## config.mk

```make
export PLATFORM = sky130hd
export DESIGN_NAME = mmio_bus_decoder
export DESIGN_NICKNAME = d
export VERILOG_FILES = /design/src/rtl/mmio_dec_pkg.sv /design/src/rtl/mmio_region_decode.sv /design/src/rtl/mmio_byte_ram.sv /design/src/rtl/mmio_led_reg.sv /design/src/rtl/mmio_return_mux.sv /design/src/rtl/mmio_bus_decoder.sv
export SDC_FILE = /design/constraint.sdc
export NUM_CORES = 2
export LEC_CHECK = 0
export CAP_MARGIN = 20
export CORE_ASPECT_RATIO = 1.4
export CORE_MARGIN = 5
export CORE_UTILIZATION = 30
export DETAILED_ROUTE_END_ITERATION = 6
export PLACE_DENSITY = 0.5
export SKIP_LAST_GASP = 1
export SLEW_MARGIN = 10
export SYNTH_ARGS = -nofsm -noshare
export SYNTH_HDL_FRONTEND = slang
export SYNTH_SLANG_ARGS = --single-unit
```

## constraint.sdc

```tcl
create_clock -name clk -period 1.8 [get_ports clk]
set_input_delay 0.45 -clock clk [delete_from_list [all_inputs] [get_ports clk]]
set_output_delay 0.45 -clock clk [all_outputs]
set_load 0.01 [all_outputs]
```

## src/rtl/mmio_dec_pkg.sv

```systemverilog
package mmio_dec_pkg;

    // Region selected by the two most significant address bits
    typedef enum logic [1:0] {
        RGN_LOW   = 2'b00,
        RGN_MIDLO = 2'b01,
        RGN_MIDHI = 2'b10,
        RGN_IO    = 2'b11
    } region_e;

    function automatic logic is_io_region(input logic [1:0] top_bits);
        return region_e'(top_bits) == RGN_IO;
    endfunction

endpackage

```

## src/rtl/mmio_region_decode.sv

```systemverilog
module mmio_region_decode
    import mmio_dec_pkg::*;
(
    input  logic       bus_en,
    input  logic       bus_we,
    input  logic [1:0] top_bits,
    output logic       ram_we,
    output logic       led_we,
    output logic       io_hit
);

    always_comb begin
        io_hit = is_io_region(top_bits);
        ram_we = bus_en && bus_we && !io_hit;
        led_we = bus_en && bus_we && io_hit;
    end

endmodule

```

## src/rtl/mmio_byte_ram.sv

```systemverilog
module mmio_byte_ram #(
    parameter int DATA_W = 8,
    parameter int ADDR_W = 8
) (
    input  logic              clk,
    input  logic              rst_n,
    input  logic              en,
    input  logic              we,
    input  logic [ADDR_W-1:0] addr,
    input  logic [DATA_W-1:0] wdata,
    output logic [DATA_W-1:0] rdata
);

    localparam int DEPTH = 1 << ADDR_W;

    logic [DATA_W-1:0] store [DEPTH];

    // Array update: no reset on the storage itself
    always_ff @(posedge clk) begin
        if (en && we) begin
            store[addr] <= wdata;
        end
    end

    // Read-first: output takes the pre-write contents
    always_ff @(posedge clk or negedge rst_n) begin
        if (!rst_n) begin
            rdata <= '0;
        end else if (en) begin
            rdata <= store[addr];
        end
    end

endmodule

```

## src/rtl/mmio_led_reg.sv

```systemverilog
module mmio_led_reg #(
    parameter int DATA_W = 8
) (
    input  logic              clk,
    input  logic              rst_n,
    input  logic              load,
    input  logic [DATA_W-1:0] din,
    output logic [DATA_W-1:0] dout
);

    always_ff @(posedge clk or negedge rst_n) begin
        if (!rst_n) begin
            dout <= '0;
        end else if (load) begin
            dout <= din;
        end
    end

endmodule

```

## src/rtl/mmio_return_mux.sv

```systemverilog
module mmio_return_mux #(
    parameter int DATA_W = 8
) (
    input  logic              clk,
    input  logic              rst_n,
    input  logic              en,
    input  logic              io_hit,
    input  logic [DATA_W-1:0] sw_in,
    input  logic [DATA_W-1:0] ram_q,
    output logic [DATA_W-1:0] rdata
);

    logic              io_sel_q;
    logic [DATA_W-1:0] sw_q;

    // Select and switch sample are captured in the issue cycle,
    // alongside the RAM's registered read
    always_ff @(posedge clk or negedge rst_n) begin
        if (!rst_n) begin
            io_sel_q <= 1'b0;
            sw_q     <= '0;
        end else if (en) begin
            io_sel_q <= io_hit;
            sw_q     <= sw_in;
        end
    end

    always_comb begin
        rdata = io_sel_q ? sw_q : ram_q;
    end

endmodule

```

## src/rtl/mmio_bus_decoder.sv

```systemverilog
module mmio_bus_decoder #(
    parameter int DATA_W = 8,
    parameter int ADDR_W = 8
) (
    input  logic              clk,
    input  logic              rst_n,
    input  logic              bus_en,
    input  logic              bus_we,
    input  logic [ADDR_W-1:0] addr,
    input  logic [DATA_W-1:0] wdata,
    input  logic [DATA_W-1:0] sw_in,
    output logic [DATA_W-1:0] rdata,
    output logic [DATA_W-1:0] led_out
);

    localparam int TOP_LSB = ADDR_W - 2;

    logic              ram_we;
    logic              led_we;
    logic              io_hit;
    logic [DATA_W-1:0] ram_q;

    mmio_region_decode u_decode (
        .bus_en  (bus_en),
        .bus_we  (bus_we),
        .top_bits(addr[ADDR_W-1:TOP_LSB]),
        .ram_we  (ram_we),
        .led_we  (led_we),
        .io_hit  (io_hit)
    );

    mmio_byte_ram #(
        .DATA_W(DATA_W),
        .ADDR_W(ADDR_W)
    ) u_ram (
        .clk  (clk),
        .rst_n(rst_n),
        .en   (bus_en),
        .we   (ram_we),
        .addr (addr),
        .wdata(wdata),
        .rdata(ram_q)
    );

    mmio_led_reg #(
        .DATA_W(DATA_W)
    ) u_led (
        .clk  (clk),
        .rst_n(rst_n),
        .load (led_we),
        .din  (wdata),
        .dout (led_out)
    );

    mmio_return_mux #(
        .DATA_W(DATA_W)
    ) u_ret (
        .clk   (clk),
        .rst_n (rst_n),
        .en    (bus_en),
        .io_hit(io_hit),
        .sw_in (sw_in),
        .ram_q (ram_q),
        .rdata (rdata)
    );

endmodule

```

==> results by group <==
Status
  • Status: finished, violations left
  • Failing checks: setup timing

Finish
  • Area of the multi-input gates: just over 0.02 sq mm
  • FF+latch area: approximately 0.062 sq mm
  • Leading cell type in the layout, fill and taps excluded: edfxtp_1
  • Layout fillers: about 24000
  • Final #Nets: between 5000 and 6000
  • Most frequent cells in the layout: edfxtp_1 (2048), buf_4 (545), conb_1 (512), mux4_2 (476), clkbuf_16 (205)
  • Share of cells above drive strength 1: 0.356
  • Core Util, Final: 0.385
  • Area grow syn2layout: 27.8%

Critical path
  • R2r setup slk: -0.49 ns
  • Worst flop-to-flop path endpoint: u_ram.rdata[2]
  • Startpoint types: flip-flop
  • Critical path endpoint category: output pin
  • Critical R2R Launch: u_ram.store[250][2]
  • CP Capture Point: rdata[5]
  • Critical path type: flip-flop to output pin
  • Critical Path RT: around 1.4 ns
  • Worst Reg-to-Reg Cells: 7
  • Worst Path Arrival: 1.92 ns
  • Worst Path Max Fanout: 4
  • Worst Setup SP: u_ret.io_sel_q

Drt
  • Routed WL: about 230000 um
  • # DRC: 0
  • Antenna viol nets, final: 0
  • Drt wl/cell: around 27 um
  • Via count: roughly 42000
  • DR vias/cell: ~4.8
  • DRT iter0 DRCs: around 3500
  • Drt first pass iters: 7

CTS
  • CTS sink cnt: between 2000 and 2500
  • Reg clk slew, reported paths: 0.06 ns
  • CTS buffer count: 200
  • Clock Tree Buf Depth: 4
  • # H-tree levels: 4
  • Clk Latency, worst-skew pair: 0.86 ns
  • CTS tree: built
  • CTS root buf: clkbuf_16

Place
  • Port bufs: 43
  • Worst slack, placed: -2.20 ns
  • Gpl congestion: just over 0.8
  • Post-DP HPWL: 157000 um

Floorplanning
  • Core ar.: between 0.2 and 0.3 sq mm
  • Starting density of the core: 0.301
  • Total I/O pin count: 44
  • Num rows: 225
  • Die ar.: between 0.2 and 0.3 sq mm
  • Die width: 448 um
  • Die Y: ~620 um

GRT
  • Total GRT Usage: 0.166
  • Largest net degree at the start of global routing: between 80 and 90
  • First-pass GRT wire length: 334000 um
  • Vias in the first global route: around 44000
  • Remaining Overflow, GRT: 0
  • Initial antenna violation count: 7

STA
  • Setup tns final: -9.60 ns
  • Final WS setup: -0.575 ns
  • Max Fclk: 421 MHz
  • Setup violators final: between 100 and 150
  • Tcrit/Tclk final: 1.32
  • Layout Skew: 0.0586 ns
  • Hold Violations, Final: 0
  • Fin crit period: 2.37 ns
  • Final Max Tran Viols: 0
  • RSZ-0062 raised after global routing: true
  • Worst-Margin Slew: between 1 and 1.5 ns
  • Slew HR: 0.324

Synthesis
  • Synth Flop Type: edfxtp_1
  • Yosys cell types: slightly below 60
  • Gate Count Post-Synth: approximately 3800
  • Yosys top cell by area: edfxtp_1
  • Seq/Total Area, Yosys: 0.770
  • Main area contributors after synthesis: edfxtp_1 (76%), mux4_2 (13%), mux2i_1 (2.0%)
  • Yosys top cell area share: 0.762
  • Synth Area per Inst: approximately 21 sq um
  • #FFs+latches synth: 2073
  • Synthesis Warnings: 0
  • Post-synth EDFFs: a little over 2000
  • Post-synth ARST share: 0.0121
  • Cell Area, Synth: 0.0807 sq mm

Run
  • Max_cap viols: 0

Power and ir drop
  • Peak supply drop: about 0.75 mV
  • Total power: about 100 mW
  • Power Dens Cells: between 1000 and 1500 mW/mm^2
  • LEAKAGE: ~35 nW

Hold path
  • HP Class: input port to flip-flop
==> critical path, stage by stage, from the launching register on <==
cell	delay, ns
dfrtp_1	0.38
buf_6	0.18
mux2_4	0.37
buf_6	0.14
==> logic make-up (layout without fill, tap and decap cells) <==
kind of cell           after synthesis  after routing  share of synthesized area
muxes                              694            694                      0.163
and+or+nand+nor                    483            483                     0.0252
other                                1            514                  0.0000465
DFF                               2073           2073                      0.770
AOI/OAI and AO/OA                  272            272                     0.0243
buffers and inverters              235           1236                     0.0176
==> Yosys cell counts, types with 11 or more instances <==
library cell and number:
a211oi_1 14, a32oi_1 25, mux2_2 44, o22ai_1 24
mux4_1 13, mux2i_1 165, nand3_1 45, a21oi_1 29
a22oi_1 70, o21ai_0 32, clkbuf_1 76, dfrtp_1 25
buf_2 39, a2111oi_0 12, buf_6 28, nand2b_1 11
edfxtp_1 2048, mux4_2 472, nor2_1 233, nand2_1 139
nor2b_1 18, buf_1 14, buf_4 63
==> repair_timing <==
action | CTS | global route
resized for setup | 378 | 88
setup endpoints to repair | 1377 | 1215
hold buffers | 3 | 0
endpoints found under the hold margin | 45 | 0
gates cloned | 17 | 2
pin swaps | 38 | 25
buffers inserted | 56 | 10
==> power breakdown <==
group          switching [mW]  leakage, nW  internal (mW)
Clock                    18.0         3.03           22.9
Combinational            4.42         12.7           3.48
Sequential              0.324         19.1           54.2
==> sequential cells by signal (all words and copies together), names as in the netlist <==
signal          count
u_led.dout          8
u_ret.sw_q          8
u_ram.store      2048
u_ram.rdata         8
u_ret.io_sel_q      1
==> worst min-delay path by stage <==
stage | startpoint | to | slack (ns) | cells past startpoint
4_1_cts | wdata[7] | u_ram.store[7][7] | 0.00001 | 1
6_report | wdata[7] | u_ram.store[70][7] | 0.06 | 1
3_5_place_dp | rst_n | u_ret.sw_q[6] | 0.44 | 2
2_1_floorplan | rst_n | u_led.dout[0] | 0.15 | 0
3_3_place_gp | rst_n | u_ret.sw_q[0] | 0.44 | 2
5_1_grt | wdata[7] | u_ram.store[5][7] | 0.03 | 1
==> stage by stage <==
stage / cell area [sq um] / instances / hold WS, ns
after floorplan: 83100 / 4269 / 0.154
after global placement: 94200 / 8357 / 0.438
after detailed placement: 94200 / 8360 / 0.439
final: 103000 / 8790 / 0.0554
after global routing: 103000 / 8789 / 0.0298
after CTS: 103000 / 8778 / 0.0000136
==> per-layer routing <==
metal | GRT usage | share of wire | vias to the layer above
met1 | 0.202 | 0.39 | 22600
met3 | 0.0229 | 0.044 | 404
met2 | 0.299 | 0.53 | 1081
met5 | 0 | 0.000098 | -
li1 | - | - | 18000
met4 | 0.0623 | 0.042 | 4
==> final cells by class <==
| cell class | count | area share |
|---|---|---|
| Inverter | 12 | 0.000607 |
| Clock buffer | 235 | 0.0504 |
| Timing Repair Buffer | 872 | 0.0952 |
| Multi-Input combinational cell | 1961 | 0.199 |
| Sequential cell | 2073 | 0.603 |
| Tap cell | 3518 | 0.0427 |
| Antenna cell | 2 | 0.0000485 |
| Clock inverter | 117 | 0.00976 |
No activity file was read; power rests on OpenSTA's default activity.
